==> src/rtl/pkt_dma_pkg.sv <==
package pkt_dma_pkg;
  localparam int unsigned WORD_W    = 32;
  localparam int unsigned CNT_W     = 16;
  localparam int unsigned BURST_LEN = 8;
  localparam int unsigned RSV_WORDS = 8;

  typedef enum logic [2:0] {
    ST_IDLE, ST_BADDR, ST_BDATA, ST_SADDR, ST_SDATA, ST_DONE
  } dma_st_e;
endpackage

==> src/rtl/pkt_dma_ring.sv <==
module pkt_dma_ring #(
  parameter int unsigned AW    = 4,
  parameter int unsigned BLK_W = 4,
  parameter int unsigned CNT_W = 16
) (
  input  logic             clk_i,
  input  logic             rst_ni,
  input  logic             push_i,
  input  logic [CNT_W-1:0] push_cnt_i,
  input  logic [BLK_W-1:0] push_blk_i,
  input  logic             pop_i,
  output logic             full_o,
  output logic             empty_o,
  output logic [CNT_W-1:0] head_cnt_o,
  output logic [BLK_W-1:0] head_blk_o,
  output logic [AW-1:0]    head_slot_o
);
  localparam int unsigned DEPTH = 1 << AW;

  logic [AW:0]      wr_q, rd_q;
  logic [CNT_W-1:0] cnt_mem [DEPTH];
  logic [BLK_W-1:0] blk_mem [DEPTH];

  // wrap bit separates full from empty
  assign empty_o     = (wr_q == rd_q);
  assign full_o      = (wr_q[AW] != rd_q[AW]) && (wr_q[AW-1:0] == rd_q[AW-1:0]);
  assign head_cnt_o  = cnt_mem[rd_q[AW-1:0]];
  assign head_blk_o  = blk_mem[rd_q[AW-1:0]];
  assign head_slot_o = rd_q[AW-1:0];

  always_ff @(posedge clk_i or negedge rst_ni) begin
    if (!rst_ni) begin
      wr_q <= '0;
      rd_q <= '0;
    end else begin
      if (push_i && !full_o) wr_q <= wr_q + (AW+1)'(1);
      if (pop_i && !empty_o) rd_q <= rd_q + (AW+1)'(1);
    end
  end

  always_ff @(posedge clk_i) begin
    if (push_i && !full_o) begin
      cnt_mem[wr_q[AW-1:0]] <= push_cnt_i;
      blk_mem[wr_q[AW-1:0]] <= push_blk_i;
    end
  end
endmodule

==> src/rtl/pkt_dma_blkmap.sv <==
module pkt_dma_blkmap #(
  parameter int unsigned BLK_W = 4,
  localparam int unsigned NBLK = 1 << BLK_W
) (
  input  logic             clk_i,
  input  logic             rst_ni,
  input  logic             set_i,
  input  logic [BLK_W-1:0] set_blk_i,
  input  logic             clr_i,
  input  logic [BLK_W-1:0] clr_blk_i,
  output logic [NBLK-1:0]  used_o
);
  for (genvar b = 0; b < NBLK; b++) begin : g_bit
    always_ff @(posedge clk_i or negedge rst_ni) begin
      if (!rst_ni)                                   used_o[b] <= 1'b0;
      else if (set_i && set_blk_i == BLK_W'(b))      used_o[b] <= 1'b1;
      else if (clr_i && clr_blk_i == BLK_W'(b))      used_o[b] <= 1'b0;
    end
  end
endmodule

==> src/rtl/pkt_dma_engine.sv <==
module pkt_dma_engine
  import pkt_dma_pkg::*;
#(
  parameter int unsigned AW        = 4,
  parameter int unsigned BLK_W     = 4,
  parameter int unsigned BLK_BYTES = 256
) (
  input  logic                                   clk_i,
  input  logic                                   rst_ni,
  input  logic [31:0]                            host_base_i,
  input  logic                                   empty_i,
  input  logic [CNT_W-1:0]                       head_cnt_i,
  input  logic [BLK_W-1:0]                       head_blk_i,
  input  logic [AW-1:0]                          head_slot_i,
  output logic                                   done_o,
  output logic [BLK_W-1:0]                       rel_blk_o,
  output logic                                   lrd_req_o,
  output logic [BLK_W+$clog2(BLK_BYTES/4)-1:0]   lrd_addr_o,
  input  logic                                   lrd_gnt_i,
  input  logic [WORD_W-1:0]                      lrd_data_i,
  output logic                                   mw_req_o,
  output logic                                   mw_single_o,
  output logic [31:0]                            mw_addr_o,
  input  logic                                   mw_gnt_i,
  output logic                                   mw_valid_o,
  output logic [WORD_W-1:0]                      mw_data_o,
  output logic                                   mw_last_o,
  input  logic                                   mw_ready_i
);
  localparam int unsigned BLK_LOG   = $clog2(BLK_BYTES);
  localparam int unsigned WIDX_W    = $clog2(BLK_BYTES / 4);
  localparam int unsigned BEAT_W    = $clog2(BURST_LEN);
  localparam int unsigned RSV_BYTES = RSV_WORDS * 4;
  localparam int unsigned BRST_LOG  = $clog2(BURST_LEN * 4);
  localparam int unsigned NW_W      = CNT_W + 1;

  dma_st_e             st_q;
  logic [CNT_W-1:0]    cnt_q;
  logic [BLK_W-1:0]    blk_q;
  logic [AW-1:0]       slot_q;
  logic [NW_W-1:0]     nwords_q, nbursts_q, burst_q;
  logic [BEAT_W-1:0]   beat_q;
  logic                have_q;
  logic [WORD_W-1:0]   dat_q;

  logic [NW_W-1:0]        head_words, head_bursts;
  logic [NW_W+BEAT_W-1:0] word_idx;
  logic                   word_live, last_beat;
  logic [31:0]            blk_base, burst_addr;
  logic [WORD_W-1:0]      stat_word;

  assign head_words  = (NW_W'(head_cnt_i) + NW_W'(3)) >> 2;
  assign head_bursts = (head_words + NW_W'(BURST_LEN - 1)) >> BEAT_W;
  assign word_idx    = {burst_q, beat_q};
  assign word_live   = word_idx < (NW_W+BEAT_W)'(nwords_q);
  assign last_beat   = (beat_q == BEAT_W'(BURST_LEN - 1));
  assign blk_base    = host_base_i + (32'(slot_q) << BLK_LOG);
  assign burst_addr  = blk_base + RSV_BYTES + (32'(burst_q) << BRST_LOG);

  always_comb begin
    stat_word = '0;
    stat_word[CNT_W-1:0]      = cnt_q;
    stat_word[CNT_W +: BLK_W] = blk_q;
  end

  assign lrd_req_o   = (st_q == ST_BDATA) && !have_q && word_live;
  assign lrd_addr_o  = {blk_q, word_idx[WIDX_W-1:0]};
  assign mw_req_o    = (st_q == ST_BADDR) || (st_q == ST_SADDR);
  assign mw_single_o = (st_q == ST_SADDR);
  assign mw_addr_o   = mw_single_o ? blk_base : burst_addr;
  assign mw_valid_o  = ((st_q == ST_BDATA) && have_q) || (st_q == ST_SDATA);
  assign mw_last_o   = ((st_q == ST_BDATA) && have_q && last_beat) || (st_q == ST_SDATA);
  assign mw_data_o   = (st_q == ST_SDATA) ? stat_word : dat_q;
  assign done_o      = (st_q == ST_DONE);
  assign rel_blk_o   = blk_q;

  always_ff @(posedge clk_i or negedge rst_ni) begin
    if (!rst_ni) begin
      st_q      <= ST_IDLE;
      cnt_q     <= '0;
      blk_q     <= '0;
      slot_q    <= '0;
      nwords_q  <= '0;
      nbursts_q <= '0;
      burst_q   <= '0;
      beat_q    <= '0;
      have_q    <= 1'b0;
      dat_q     <= '0;
    end else begin
      unique case (st_q)
        ST_IDLE: if (!empty_i) begin
          cnt_q     <= head_cnt_i;
          blk_q     <= head_blk_i;
          slot_q    <= head_slot_i;
          nwords_q  <= head_words;
          nbursts_q <= head_bursts;
          burst_q   <= '0;
          beat_q    <= '0;
          have_q    <= 1'b0;
          st_q      <= (head_bursts == '0) ? ST_SADDR : ST_BADDR;
        end
        ST_BADDR: if (mw_gnt_i) st_q <= ST_BDATA;
        ST_BDATA: begin
          if (!have_q) begin
            if (!word_live) begin
              dat_q  <= '0;            // pad beat
              have_q <= 1'b1;
            end else if (lrd_gnt_i) begin
              dat_q  <= lrd_data_i;
              have_q <= 1'b1;
            end
          end else if (mw_ready_i) begin
            have_q <= 1'b0;
            if (last_beat) begin
              beat_q  <= '0;
              burst_q <= burst_q + NW_W'(1);
              st_q    <= (burst_q + NW_W'(1) == nbursts_q) ? ST_SADDR : ST_BADDR;
            end else begin
              beat_q <= beat_q + BEAT_W'(1);
            end
          end
        end
        ST_SADDR: if (mw_gnt_i)   st_q <= ST_SDATA;
        ST_SDATA: if (mw_ready_i) st_q <= ST_DONE;
        ST_DONE:  st_q <= ST_IDLE;
        default:  st_q <= ST_IDLE;
      endcase
    end
  end
endmodule

==> src/rtl/pkt_host_dma.sv <==
module pkt_host_dma
  import pkt_dma_pkg::*;
#(
  parameter int unsigned RING_AW   = 4,
  parameter int unsigned BLK_W     = 4,
  parameter int unsigned BLK_BYTES = 256
) (
  input  logic                                 clk_i,
  input  logic                                 rst_ni,
  input  logic [31:0]                          host_base_i,
  input  logic                                 push_valid_i,
  output logic                                 push_ready_o,
  input  logic [CNT_W-1:0]                     push_cnt_i,
  input  logic [BLK_W-1:0]                     push_blk_i,
  output logic                                 lrd_req_o,
  output logic [BLK_W+$clog2(BLK_BYTES/4)-1:0] lrd_addr_o,
  input  logic                                 lrd_gnt_i,
  input  logic [WORD_W-1:0]                    lrd_data_i,
  output logic                                 mw_req_o,
  output logic                                 mw_single_o,
  output logic [31:0]                          mw_addr_o,
  input  logic                                 mw_gnt_i,
  output logic                                 mw_valid_o,
  output logic [WORD_W-1:0]                    mw_data_o,
  output logic                                 mw_last_o,
  input  logic                                 mw_ready_i,
  output logic                                 irq_o,
  output logic [(1<<BLK_W)-1:0]                blk_used_o
);
  logic               full, empty, done;
  logic [CNT_W-1:0]   head_cnt;
  logic [BLK_W-1:0]   head_blk, rel_blk;
  logic [RING_AW-1:0] head_slot;

  assign push_ready_o = !full;
  assign irq_o        = done;

  pkt_dma_ring #(.AW(RING_AW), .BLK_W(BLK_W), .CNT_W(CNT_W)) u_ring (
    .clk_i, .rst_ni,
    .push_i      (push_valid_i),
    .push_cnt_i,
    .push_blk_i,
    .pop_i       (done),
    .full_o      (full),
    .empty_o     (empty),
    .head_cnt_o  (head_cnt),
    .head_blk_o  (head_blk),
    .head_slot_o (head_slot)
  );

  pkt_dma_blkmap #(.BLK_W(BLK_W)) u_map (
    .clk_i, .rst_ni,
    .set_i     (push_valid_i && push_ready_o),
    .set_blk_i (push_blk_i),
    .clr_i     (done),
    .clr_blk_i (rel_blk),
    .used_o    (blk_used_o)
  );

  pkt_dma_engine #(.AW(RING_AW), .BLK_W(BLK_W), .BLK_BYTES(BLK_BYTES)) u_eng (
    .clk_i, .rst_ni, .host_base_i,
    .empty_i     (empty),
    .head_cnt_i  (head_cnt),
    .head_blk_i  (head_blk),
    .head_slot_i (head_slot),
    .done_o      (done),
    .rel_blk_o   (rel_blk),
    .lrd_req_o, .lrd_addr_o, .lrd_gnt_i, .lrd_data_i,
    .mw_req_o, .mw_single_o, .mw_addr_o, .mw_gnt_i,
    .mw_valid_o, .mw_data_o, .mw_last_o, .mw_ready_i
  );
endmodule

==> config.mk <==
export PLATFORM = sky130hd
export DESIGN_NAME = pkt_host_dma
export DESIGN_NICKNAME = d
export VERILOG_FILES = /design/src/rtl/pkt_dma_pkg.sv /design/src/rtl/pkt_dma_ring.sv /design/src/rtl/pkt_dma_blkmap.sv /design/src/rtl/pkt_dma_engine.sv /design/src/rtl/pkt_host_dma.sv
export SDC_FILE = /design/constraint.sdc
export NUM_CORES = 1
export LEC_CHECK = 0
export ABC_AREA = 1
export BUFFER_PORTS_ARGS = -buffer_cell sky130_fd_sc_hd__buf_4
export CAP_MARGIN = 15
export CORE_MARGIN = 2
export CORE_UTILIZATION = 48
export CTS_CLUSTER_SIZE = 10
export DETAILED_ROUTE_END_ITERATION = 8
export GPL_TIMING_DRIVEN = 0
export HOLD_SLACK_MARGIN = 0.03
export MAX_ROUTING_LAYER = met4
export PLACE_DENSITY = 0.67
export SYNTH_ARGS = -nofsm -noshare
export SYNTH_HDL_FRONTEND = slang
export SYNTH_HIERARCHICAL = 1
export SYNTH_SLANG_ARGS = --single-unit
==> constraint.sdc <==
create_clock -name clk_i -period 4.15 [get_ports clk_i]
set_input_delay 0.6225 -clock clk_i [delete_from_list [all_inputs] [get_ports clk_i]]
set_output_delay 0.6225 -clock clk_i [all_outputs]
set_load 0.01 [all_outputs]
==> results.md, run 1 <==
* Outcome: finished with violations
* Failing checks: setup timing
* Floorplan die area at 49800 um^2
* Synth async-reset ratio at 0.295
* Floorplan row count at 80
* TritonCTS clock tree: done
* Final RePlAce weighted congestion at ~0.94
* Root Buffer Master: clkbuf_16
* Maximum VDD drop at around 430 uV
* Pin count of the biggest net entering global routing at 89
* Die X-Extent at between 200 and 250 um
* Clock-pin slew on the worst setup and hold paths at roughly 0.060 ns
* Tcrit/Tclk final at 1.15
* Crit path max-delay family: simple AND/OR/NAND/NOR gates
* Sort of element at the start of the critical path: register
* Most instantiated flip-flop cell in the synthesis netlist: edfxtp_1
* Antenna-violating nets left at 0
* Final worst path period need at 4.78 ns
* Fmax at 0.209 GHz
* Antenna Diode Count at 0
* Synthesized area divided by synthesized cell count at a little under 9 um^2
* Core area at approximately 48000 um^2
* Number of DRC violations after detailed routing at 0
* Design internal power at 0.0106 W
* Slew at the pin with the worst max-slew slack at approximately 0.97 ns
* EDFF count, synth at 320
* Ports at between 150 and 200
* Number of buffers on the longest clock path at 3
* Post-DP HPWL at around 46000 um
* Fraction of the yosys area taken by sequential cells at 0.563
* Synthesis-to-finish area growth at 22.0%
* Net switching power figure at ~0.0073 W
* Number of antenna violations at the first check in global routing at 0
* Share of the core filled with cells at 0.591
* Vias in the first global route at roughly 18000
* Critical path's largest stage delay at around 0.4 ns
* Synthesized cell area at ~23000 um^2
* Hold crit path type: input pin to register
* Yosys reg bits at between 400 and 500
* Die span in y at around 220 um
* Worst Path Class, Setup: register to output port
* Count of synthesis-stage warnings from yosys at 6
* DR vias/cell at about 5.4
* Power per cell area at about 640 nW/um^2
* Crit path max-delay cell type: dfrtp_1
* Number of standard cells after synthesis at 2625
* Number of max-capacitance violations reported at 0
* Pins over their slew limit at 0
* Number of endpoints failing setup at the final stage at 19
* Overall Global Routing Usage at 0.269
* Series of cell instances along the critical path: ha_4 -> a21oi_4 -> nand2_2 -> a21oi_4 -> nor2_4 -> buf_4 -> buf_6 -> or2_4 -> nand2_4 -> inv_2 -> ha_4 -> ha_4 -> nand2_1 -> nor4_2 -> nand2_1 -> nand3b_1 -> nand3_2 -> nand2_4 -> buf_6 -> nand3_2 -> nand2_2 -> nand2_2 -> buf_6
* Endpoint class of the critical path: output port
* Final critical-path setup slack at -0.631 ns
* Number of nets in the finished design at ~3100
* Number of sinks handled by clock tree synthesis at 454
* Reported leakage power at roughly 12 nW
* Global-route wire length before repair at slightly above 100000 um
* Worst Path Arrival at 4.16 ns
* Count of TritonRoute iterations in the first routing pass at 8
* First DRT Iteration DRCs at approximately 2100
* Post-synthesis cell type count at 45
* DR vias at roughly 19000
* Worst-case headroom to the max-slew limit at 0.353
* Overflow left after global routing at 0
* Hold_ws at roughly 0.23 ns
* H-tree level count at 2
* Number of buffer and inverter instances along the worst setup path at 5
* Final routed wirelength across all metal layers at around 66000 um
* Unrepaired setup endpoints after global routing: yes
* Relative contribution of combinational cells to total power at 0.430
* Num CTS Buffers at 52
* Effective utilization at floorplan at 0.485
* Switching part of the total power at 0.409
* Fraction of layout instances using a drive strength above 1 at 0.169
* Crit-path max FO at 5
* Count of buffers inserted at the top-level ports at 181
* Final Hold Violating Endpoints at 0
* Per-cell routed wire length at around 18 um
* Data required time at the worst endpoint at about 3.5 ns
* Clk_lat worst skew at just over 0.6 ns
* Sequential power share at 0.336
* Clock share of power at 0.234
* Max Clock Skew at approximately 0.038 ns
* Synthesized Nets at between 2000 and 3000
[per-layer routing]
| metal | share of wire | routed length, um | track usage |
|---|---|---|---|
| met3 | 0.070 | 4620 | 0.0335 |
| met2 | 0.48 | 31300 | 0.433 |
| met5 | 0 | 0 | - |
| met1 | 0.43 | 28300 | 0.362 |
| met4 | 0.023 | 1500 | 0.0771 |
[state kept, by name, summed over array words and instances (netlist names)]
| signal | flops |
|---|---|
| u_eng/have_q | 1 |
| u_eng/st_q | 3 |
| u_eng/rel_blk_o | 4 |
| u_ring/blk_mem | 64 |
| u_eng/dat_q | 32 |
| u_eng/nbursts_q | 13 |
| u_eng/slot_q | 4 |
| u_eng/beat_q | 3 |
| u_eng/nwords_q | 15 |
| u_map/used_o | 16 |
| u_ring/wr_q | 5 |
| u_eng/burst_q | 17 |
| u_ring/rd_q | 5 |
| u_eng/cnt_q | 16 |
| u_ring/cnt_mem | 256 |
[tightest hold or removal path, cell delays in order]
cell and delay (ns):
buf_4 0.08, nand2_1 0.04, nand2_1 0.05
[path summary, 6_finish.rpt]
path                            startpoint           endpoint  slack [ns]  depth (start not counted)
max                        u_eng/slot_q[2]      mw_addr_o[30]       -0.63                         23
min                          lrd_data_i[0]     u_eng/dat_q[0]        0.23                          3
max reg2reg                 u_ring/rd_q[0]      u_eng/st_q[1]        0.28                         26
min reg2reg                u_map/used_o[1]    u_map/used_o[1]        0.47                          2
max in group asynchronous           rst_ni   u_map/used_o[12]        2.79                          3
min in group asynchronous           rst_ni  u_eng/burst_q[16]        0.54                          2
[synthesized netlist by cell type, types with 2 or more instances]
| master | count | share of area |
|---|---|---|
| a21boi_0 | 2 | 0.00065 |
| a21o_1 | 3 | 0.00098 |
| a21oi_1 | 29 | 0.0063 |
| a31oi_1 | 7 | 0.0019 |
| and2_1 | 2 | 0.00054 |
| buf_1 | 12 | 0.0020 |
| buf_2 | 24 | 0.0052 |
| buf_4 | 27 | 0.0088 |
| buf_6 | 2 | 0.00098 |
| clkbuf_1 | 45 | 0.0073 |
| clkinv_1 | 3 | 0.00049 |
| dfrtp_1 | 134 | 0.15 |
| edfxtp_1 | 320 | 0.42 |
| fa_1 | 2 | 0.0017 |
| ha_1 | 60 | 0.033 |
| inv_1 | 216 | 0.035 |
| inv_2 | 3 | 0.00049 |
| mux2_2 | 2 | 0.00098 |
| nand2_1 | 815 | 0.13 |
| nand2_2 | 4 | 0.0011 |
| nand3_1 | 152 | 0.033 |
| nand3_2 | 8 | 0.0035 |
| nand3_4 | 2 | 0.0015 |
| nand3b_1 | 9 | 0.0029 |
| nand4_1 | 27 | 0.0073 |
| nor2_1 | 358 | 0.058 |
| nor2_2 | 10 | 0.0027 |
| nor2_4 | 5 | 0.0024 |
| nor3_1 | 11 | 0.0024 |
| nor4_1 | 3 | 0.00081 |
| o211ai_1 | 2 | 0.00065 |
| o21ai_0 | 235 | 0.051 |
| o21ai_1 | 9 | 0.0020 |
| o21bai_1 | 9 | 0.0029 |
| o22ai_1 | 15 | 0.0041 |
| or2_2 | 5 | 0.0014 |
| xnor2_1 | 9 | 0.0034 |
| xor2_1 | 37 | 0.014 |
[power by group through the flow]
stage	Sequential [W]	Combinational, W	Clock [W]
3_3_place_gp	0.00609	0.00713	0
2_1_floorplan	0.00601	0.00470	0
6_report	0.00602	0.00769	0.00418
5_1_grt	0.00608	0.00858	0.00445
4_1_cts	0.00601	0.00750	0.00427
3_5_place_dp	0.00610	0.00737	0
[final cells by class]
cell class	instances	area [um^2]
Timing Repair Buffer	237	2040
Multi-Input combinational cell	1839	9410
Inverter	222	833
Clock buffer	88	1470
Buffer	110	563
Sequential cell	454	13000
Clock inverter	3	68.8
Fill cell	4085	19400
Tap cell	615	769
[placed cells by master (no fill, tap or decap), types with 9 or more instances in the layout]
cell type	Yosys	final
a21oi_1	29	16
a21oi_2	0	10
buf_1	12	12
buf_2	24	24
buf_4	27	237
buf_6	2	12
clkbuf_1	45	76
clkbuf_16	0	53
dfrtp_1	134	134
edfxtp_1	320	320
ha_1	60	37
ha_4	0	23
inv_1	216	210
inv_2	3	9
nand2_1	815	798
nand2_2	4	17
nand3_1	152	148
nand3_2	8	10
nand3b_1	9	9
nand4_1	27	27
nor2_1	358	333
nor2_2	10	31
nor2_4	5	9
nor3_1	11	10
o21ai_0	235	223
o21ai_1	9	17
o22ai_1	15	15
xnor2_1	9	9
xor2_1	37	28
[kinds of logic (layout without fill, tap and decap cells)]
family          Yosys count  in the layout  share of synthesized area
flops                   454            454                      0.563
fa+ha+maj                62             62                     0.0343
buf+inv                 332            660                     0.0604
compound gates          313            313                     0.0713
mux                       2              2                   0.000978
xor+xnor                 46             46                     0.0175
simple gates           1416           1416                      0.253
[per-stage QoR]
| stage | TNS, ns | worst slack (ns) | total power [W] | cells | cell area (um^2) |
|---|---|---|---|---|---|
| 5_1_grt | -12.26 | -0.767 | 0.0191 | 3568 | 28100 |
| 2_1_floorplan | 0 | 0.0401 | 0.0107 | 2625 | 23100 |
| 4_1_cts | -9.06 | -0.613 | 0.0178 | 3549 | 27600 |
| 3_3_place_gp | -10.02 | -0.777 | 0.0132 | 3421 | 25200 |
| 6_report | -10.05 | -0.631 | 0.0179 | 3568 | 28100 |
| 3_5_place_dp | -10.51 | -0.801 | 0.0135 | 3438 | 25600 |
[what timing repair did]
action                                  4_1_cts  5_1_grt
setup buffers                                19       19
endpoints found under the setup margin       21       22
hold buffers                                  1        0
pin swaps                                    30       49
hold endpoints to repair                     46        0
gates resized for setup                      62       84
Note: power is estimated with default switching activity, not from simulation.
==> run 2: changes to the inputs <==
--- a/config.mk
+++ b/config.mk
@@ -9,13 +9,13 @@
 export BUFFER_PORTS_ARGS = -buffer_cell sky130_fd_sc_hd__buf_4
 export CAP_MARGIN = 15
 export CORE_MARGIN = 2
-export CORE_UTILIZATION = 48
+export CORE_UTILIZATION = 40
 export CTS_CLUSTER_SIZE = 10
 export DETAILED_ROUTE_END_ITERATION = 8
 export GPL_TIMING_DRIVEN = 0
 export HOLD_SLACK_MARGIN = 0.03
 export MAX_ROUTING_LAYER = met4
-export PLACE_DENSITY = 0.67
+export PLACE_DENSITY = 0.57
 export SYNTH_ARGS = -nofsm -noshare
 export SYNTH_HDL_FRONTEND = slang
 export SYNTH_HIERARCHICAL = 1
==> run 2 against run 1 <==
Register-to-register slack gained 0.11 ns; utilization shrank 8.7 points; first-iteration DRC count shrank 27%; the flow still finishes with violations (setup timing); largest power group unchanged; cell count grew 4.1%; hold slack gained 0.0015 ns; critical path type unchanged; cell area grew 1.7%; combinational power grew 1%.
==> results.md, run 2 (same netlist as run 1, synthesis figures left out) <==
* Outcome: finished with violations
* Failing checks: setup timing
* Post-DP HPWL at a little under 50000 um
* Share of the core filled with cells at 0.504
* Synthesis-to-finish area growth at 24.2%
* Endpoint class of the critical path: output port
* Number of antenna violations at the first check in global routing at 0
* Final routed wirelength across all metal layers at 69300 um
* Number of sinks handled by clock tree synthesis at ~450
* DR vias at about 19000
* Area of the multi-input gates at roughly 9600 um^2
* Final critical-path setup slack at -0.585 ns
* Overall Global Routing Usage at 0.236
* Num CTS Buffers at 52
* Number of flip-flops under the largest register name at around 260
* Core area at ~57000 um^2
* Final RePlAce weighted congestion at 0.928
* Number of DRC violations after detailed routing at 0
* Ports at around 190
* Fmax at about 0.21 GHz
* Effective utilization at floorplan at 0.406
* H-tree level count at 2
* Clk_lat worst skew at roughly 0.6 ns
* Worst Path Arrival at around 4.1 ns
* Number of buffers on the longest clock path at 3
* Register Area at 13000 um^2
* First DRT Iteration DRCs at between 1500 and 2000
* Per-cell routed wire length at roughly 19 um
* Fraction of layout instances using a drive strength above 1 at 0.181
* Clock-pin slew on the worst setup and hold paths at about 0.05 ns
* Reported leakage power at about 12 nW
* Worst-case headroom to the max-slew limit at 0.364
* Floorplan die area at ~60000 um^2
* Vias in the first global route at roughly 18000
* Count of buffers inserted at the top-level ports at 181
* Slew at the pin with the worst max-slew slack at approximately 0.95 ns
* Global-route wire length before repair at roughly 110000 um
* Commonest non-fill, non-tap cell in the layout: nand2_1
* Data required time at the worst endpoint at 3.53 ns
* Pins over their slew limit at 0
* Hold_ws at between 0.2 and 0.25 ns
* Pin count of the biggest net entering global routing at 80
* Overflow left after global routing at 0
* Tcrit/Tclk final at 1.14
* Number of max-capacitance violations reported at 0
* Number of endpoints failing setup at the final stage at 19
* Unrepaired setup endpoints after global routing: yes
* Layout fillers at roughly 5200
* Root Buffer Master: clkbuf_16
* Power per cell area at about 630 nW/um^2
* Die X-Extent at 244 um
* Final Hold Violating Endpoints at 0
* Maximum VDD drop at approximately 370 uV
* Leading cell types in the layout, fill and taps excluded: nand2_1 (790), nor2_1 (332), edfxtp_1 (320)
* Final worst path period need at around 4.7 ns
* Worst Path Class, Setup: register to output port
* Antenna-violating nets left at 0
* Count of TritonRoute iterations in the first routing pass at 5
* Floorplan row count at between 80 and 90
* Number of nets in the finished design at 3081
* Crit-path max FO at 5
* DR vias/cell at 5.08
* TritonCTS clock tree: done
* Die span in y at around 240 um
* Hold crit path type: input pin to register
* Sort of element at the start of the critical path: register
* Max Clock Skew at between 0.02 and 0.025 ns
[run 2: cell types whose count changed in the layout (fill, tap and decap cells not counted), moves of 4 or more]
cell / change
a21oi_2: -5
a21oi_4: +4
buf_6: +12
clkbuf_1: -12
nand2_1: -8
nand2_2: +4
nand2_4: +4
[run 2: stage by stage]
step | cells | setup slack (ns) | total power (W) | area, um^2 | TNS (ns)
finish | 3713 | -0.585 | 0.0179 | 28600 | -8.68
global route | 3712 | -0.762 | 0.0192 | 28600 | -12.04
CTS | 3684 | -0.600 | 0.0179 | 28000 | -7.30
detailed placement | 3579 | -0.769 | 0.0135 | 25800 | -9.97
global placement | 3562 | -0.718 | 0.0133 | 25400 | -9.44
floorplan | 2625 | 0.0401 | 0.0107 | 23100 | 0
[run 2: final cells by class]
| cell class | count | area share |
|---|---|---|
| antenna | 1 | 0.0000875 |
| buffer | 110 | 0.0198 |
| clock buffer | 78 | 0.0496 |
| clock inverter | 3 | 0.00201 |
| inverter | 222 | 0.0292 |
| multi-input combinational | 1839 | 0.336 |
| sequential | 454 | 0.453 |
| tap | 756 | 0.0331 |
| timing repair buffer | 250 | 0.0772 |
[run 2: path summary, 6_finish.rpt]
| kind | from | to | slack (ns) | cells past startpoint |
|---|---|---|---|---|
| worst max-delay path | u_eng/slot_q[2] | mw_addr_o[17] | -0.59 | 20 |
| worst min-delay path | lrd_data_i[4] | u_eng/dat_q[4] | 0.23 | 3 |
| worst max register to register | u_ring/rd_q[0] | u_eng/st_q[1] | 0.39 | 27 |
| worst min register to register | u_eng/dat_q[26] | u_eng/dat_q[26] | 0.48 | 2 |
| max in group asynchronous | rst_ni | u_eng/dat_q[13] | 2.77 | 3 |
| min in group asynchronous | rst_ni | u_eng/burst_q[14] | 0.59 | 2 |
[run 2: power by group]
group	switching, W	leakage (nW)	internal [W]
clock network	0.00176	0.705	0.00234
registers	0.000375	4.54	0.00564
logic	0.00519	7.03	0.00259
[run 2: critical path, stage by stage, from the launching register on]
cell,delay (ns)
dfrtp_1,0.40
ha_4,0.26
a21oi_4,0.16
nand2_4,0.08
a21oi_4,0.21
nor2_4,0.07
buf_4,0.13
buf_4,0.13
or2_4,0.23
nand2_4,0.09
inv_4,0.04
ha_4,0.15
ha_4,0.24
a21o_1,0.22
a31oi_1,0.22
a21boi_4,0.28
buf_6,0.12
buf_4,0.09
xor2_1,0.15
o21ai_1,0.08
buf_4,0.18
[run 2: timing repair]
action                                  CTS  global route
setup buffers                            23            29
gates resized for setup                 102            99
pin swaps                                42            46
hold buffers                              1             0
hold endpoints to repair                 55             0
endpoints found under the setup margin   21            24
[run 2: layer usage]
layer	GRT usage	vias up	wire length [um]
li1	-	9225	-
met1	0.314	9017	30700
met2	0.386	528	33500
met3	0.0291	88	3630
met4	0.0549	0	1440
met5	-	-	0
==> run 3: changes to the inputs <==
--- a/config.mk
+++ b/config.mk
@@ -5,7 +5,7 @@
 export SDC_FILE = /design/constraint.sdc
 export NUM_CORES = 1
 export LEC_CHECK = 0
-export ABC_AREA = 1
+export ABC_AREA = 0
 export BUFFER_PORTS_ARGS = -buffer_cell sky130_fd_sc_hd__buf_4
 export CAP_MARGIN = 15
 export CORE_MARGIN = 2
==> run 3 against run 2 <==
The flow still finishes with violations (setup timing); sequential share of layout area grew 3.5 points; fmax shrank 9.4%; power shrank 9.9%; via count shrank 26%; flip-flop and latch count is the same; global-route usage shrank 2.1 points; worst setup slack lost 0.49 ns; register-to-register slack lost 0.11 ns; clock power grew 2%; first-iteration DRC count shrank 35%; critical path type unchanged.
==> results.md, run 3 <==
* Outcome: finished with violations
* Failing checks: setup timing
* Number of flip-flops under the largest register name at ~260
* Vias in the first global route at roughly 14000
* Unrepaired setup endpoints after global routing: yes
* Fraction of layout instances using a drive strength above 1 at 0.316
* Hold_sp: lrd_data_i[13]
* Crit path max-delay cell type: dfrtp_1
* Number of cells traversed by the worst register-to-register path at 14
* Final Hold Violating Endpoints at 0
* Number of DRC violations after detailed routing at 0
* Setup slack on the worst flop-to-flop path at roughly 0.28 ns
* Most common cell in the synthesized netlist: edfxtp_1
* Worst-case headroom to the max-slew limit at 0.286
* Final routed wirelength across all metal layers at between 50000 and 60000 um
* Data required time at the worst endpoint at around 3.5 ns
* Effective utilization at floorplan at 0.404
* Pins over their slew limit at 0
* Non-filler cells in the finished layout at 2576
* Synthesized cell area at around 21000 um^2
* Overall Global Routing Usage at 0.215
* Worst Path Arrival at approximately 4.6 ns
* Number of endpoints failing setup at the final stage at 19
* Global-route wire length before repair at approximately 86000 um
* Maximum VDD drop at about 340 uV
* Reported leakage power at about 10 nW
* Floorplan row count at 84
* Tcrit/Tclk final at 1.26
* Share of the synthesized area in the top cell type at 0.453
* Ports at approximately 190
* Post-DP HPWL at about 40000 um
* Per-cell routed wire length at roughly 22 um
* Dominant cell type by count on the critical path: ha_4
* Endpoint class of the critical path: output port
* Antenna Diode Count at 0
* Overflow left after global routing at 0
* Number of max-capacitance violations reported at 0
* Final worst path period need at around 5.2 ns
* Synth async-reset ratio at 0.295
* Cell type with the highest aggregate area in the netlist: edfxtp_1
* Placed Cells at ~2500
* Clock-pin slew on the worst setup and hold paths at about 0.06 ns
* Final critical-path setup slack at -1.08 ns
* Critical R2R Launch: u_ring/rd_q[1]
* Synthesized Nets at 1700
* DR vias at approximately 14000
* Worst Path Class, Setup: register to output port
* Critical path's largest stage delay at 0.40 ns
* Pin count of the biggest net entering global routing at 94
* Clk_lat worst skew at just over 0.6 ns
* Final-layout setup total negative slack at -14.65 ns
* First DRT Iteration DRCs at approximately 1000
* Final RePlAce weighted congestion at 0.877
* Post-Synth Simple-Gate Area at 0.0928
* Count of TritonRoute iterations in the first routing pass at 5
* Most instantiated flip-flop cell in the synthesis netlist: edfxtp_1
* Number of buffers on the longest clock path at 3
* Fraction of the yosys area taken by sequential cells at 0.611
* Number of antenna violations at the first check in global routing at 0
* Synthesis-to-finish area growth at 25.1%
* Leading cell types in the layout, fill and taps excluded: edfxtp_1 (320), buf_4 (253), nand2_1 (173)
* Area fraction in compound gates after synthesis at 0.0885
* Synthesized-area fraction occupied by adder cells at 0.0373
* DR vias/cell at around 5.4
* FF-to-FF End: u_eng/nbursts_q[9]
* Count of buffers inserted at the top-level ports at 181
* Synth cell count leaders: edfxtp_1 (320), nand2_1 (174), dfrtp_1 (134)
* Num CTS Buffers at 53
* Synthesized-area fraction occupied by xor and xnor cells at 0.0395
* Main area contributors after synthesis: edfxtp_1 (45%), dfrtp_1 (16%), mux4_2 (8.5%)
* Destination of the worst hold path: u_eng/dat_q[13]
* Synthesized area divided by synthesized cell count at roughly 14 um^2
* Fmax at approximately 0.19 GHz
* Count of synthesis-stage warnings from yosys at 6
* Max Clock Skew at between 0.03 and 0.04 ns
* Hold crit path type: input pin to register
* Yosys reg bits at 454
* Die X-Extent at 234 um
* Root Buffer Master: clkbuf_16
* Slew at the pin with the worst max-slew slack at between 1 and 1.5 ns
* Core area at between 50000 and 60000 um^2
* Main combinational cell family by area after synthesis: multiplexers
* Commonest non-fill, non-tap cell in the layout: edfxtp_1
* Number of standard cells after synthesis at between 1500 and 2000
* Crit-path max FO at 3
* EDFF count, synth at 320
* Power per cell area at 608 nW/um^2
* Cell count of the worst hold path at 2
* Number of nets in the finished design at between 2000 and 2500
* Sort of element at the start of the critical path: register
* Floorplan die area at 54900 um^2
* Die span in y at 234 um
* TritonCTS clock tree: done
* Post-synthesis mux area share at 0.0994
* H-tree level count at 2
* Antenna-violating nets left at 0
* Share of the core filled with cells at 0.506
* Number of sinks handled by clock tree synthesis at between 400 and 500
* Series of cell instances along the critical path: ha_4 -> fa_2 -> a21o_1 -> a21oi_4 -> xnor2_4 -> ha_4 -> ha_4 -> a2111oi_4 -> o21ai_2 -> a31oi_2 -> o21bai_2 -> a211oi_2 -> o211ai_2 -> and2_4 -> o2111ai_4 -> xnor2_2 -> buf_4
* Post-synthesis cell type count at 75
run 3: changes by cell type in the layout (fill, tap and decap cells not counted), sizes merged, moves of 27 or more:
cell / before / now
nand2: 820 / 175
nor2: 373 / 76
inv: 220 / 32
nand3: 162 / 32
o21ai: 244 / 116
mux4: 0 / 80
xnor2: 9 / 54
a22o: 0 / 33
o22ai: 15 / 42
run 3: worst max-delay path, delay by kind of cell (launching register included):
family / cells / cell delay [ns]
simple gates: 1 / 0.21
fa+ha+maj: 4 / 0.98
xor+xnor: 2 / 0.32
compound gates: 9 / 1.93
buf+inv: 1 / 0.13
flops: 1 / 0.40
run 3: final cells by class:
class	instances	area, um^2
Buffer	97	552
Inverter	31	116
Multi-Input combinational cell	965	8330
Timing Repair Buffer	264	2160
Clock buffer	72	1460
Fill cell	4507	25900
Sequential cell	454	13000
Clock inverter	5	90.1
Tap cell	688	861
run 3: layer usage:
| metal | global-route usage | share of wire | vias up |
|---|---|---|---|
| met3 | 0.0347 | 0.056 | 71 |
| met2 | 0.349 | 0.49 | 370 |
| met5 | - | 0 | - |
| met4 | 0.0510 | 0.021 | 0 |
| li1 | - | - | 6446 |
| met1 | 0.283 | 0.43 | 7050 |
run 3: what timing repair did:
action / 4_1_cts / 5_1_grt
hold buffers: 1 / 0
endpoints found under the hold margin: 41 / 0
resized for setup: 69 / 17
setup buffers: 35 / 15
endpoints found under the setup margin: 22 / 23
pin swaps: 58 / 32
run 3: kinds of logic (layout without fill, tap and decap cells):
logic type / count (synthesis) / in the layout
AO/OA/AOI/OAI: 291 / 291
XOR/XNOR: 94 / 94
adder cells (fa/ha/maj): 62 / 62
buffers and inverters: 129 / 469
flip-flops: 454 / 454
multiplexers: 107 / 107
AND/OR/NAND/NOR: 411 / 411
run 3: power breakdown:
part	leakage (nW)	total (W)	switching, W	internal (W)
clock network	0.752	0.00420	0.00177	0.00243
logic	4.78	0.00587	0.00333	0.00253
registers	4.54	0.00605	0.000389	0.00566
total	10.1	0.0161	0.00550	0.0106
run 3: worst max-delay path by stage:
stage          cells after the start            start                    to  slack (ns)
2_1_floorplan                     17   host_base_i[8]         mw_addr_o[24]       -0.35
3_3_place_gp                       6   u_ring/rd_q[0]  u_ring/cnt_mem[2][5]       -1.22
3_5_place_dp                      18   host_base_i[8]         mw_addr_o[31]       -1.09
4_1_cts                           17  u_eng/slot_q[0]         mw_addr_o[31]       -1.16
5_1_grt                           18  u_eng/slot_q[0]         mw_addr_o[24]       -1.24
6_report                          17  u_eng/slot_q[0]         mw_addr_o[31]       -1.08
run 3: per-stage QoR:
step                hold slack, ns  total power [W]  setup WS [ns]  area [um^2]
finish                       0.225           0.0161          -1.08        26500
global route                 0.202           0.0170          -1.24        26500
CTS                          0.197           0.0162          -1.16        26300
detailed placement           0.466           0.0118          -1.09        24100
global placement             0.456           0.0116          -1.22        23600
floorplan                    0.327          0.00952         -0.347        21400
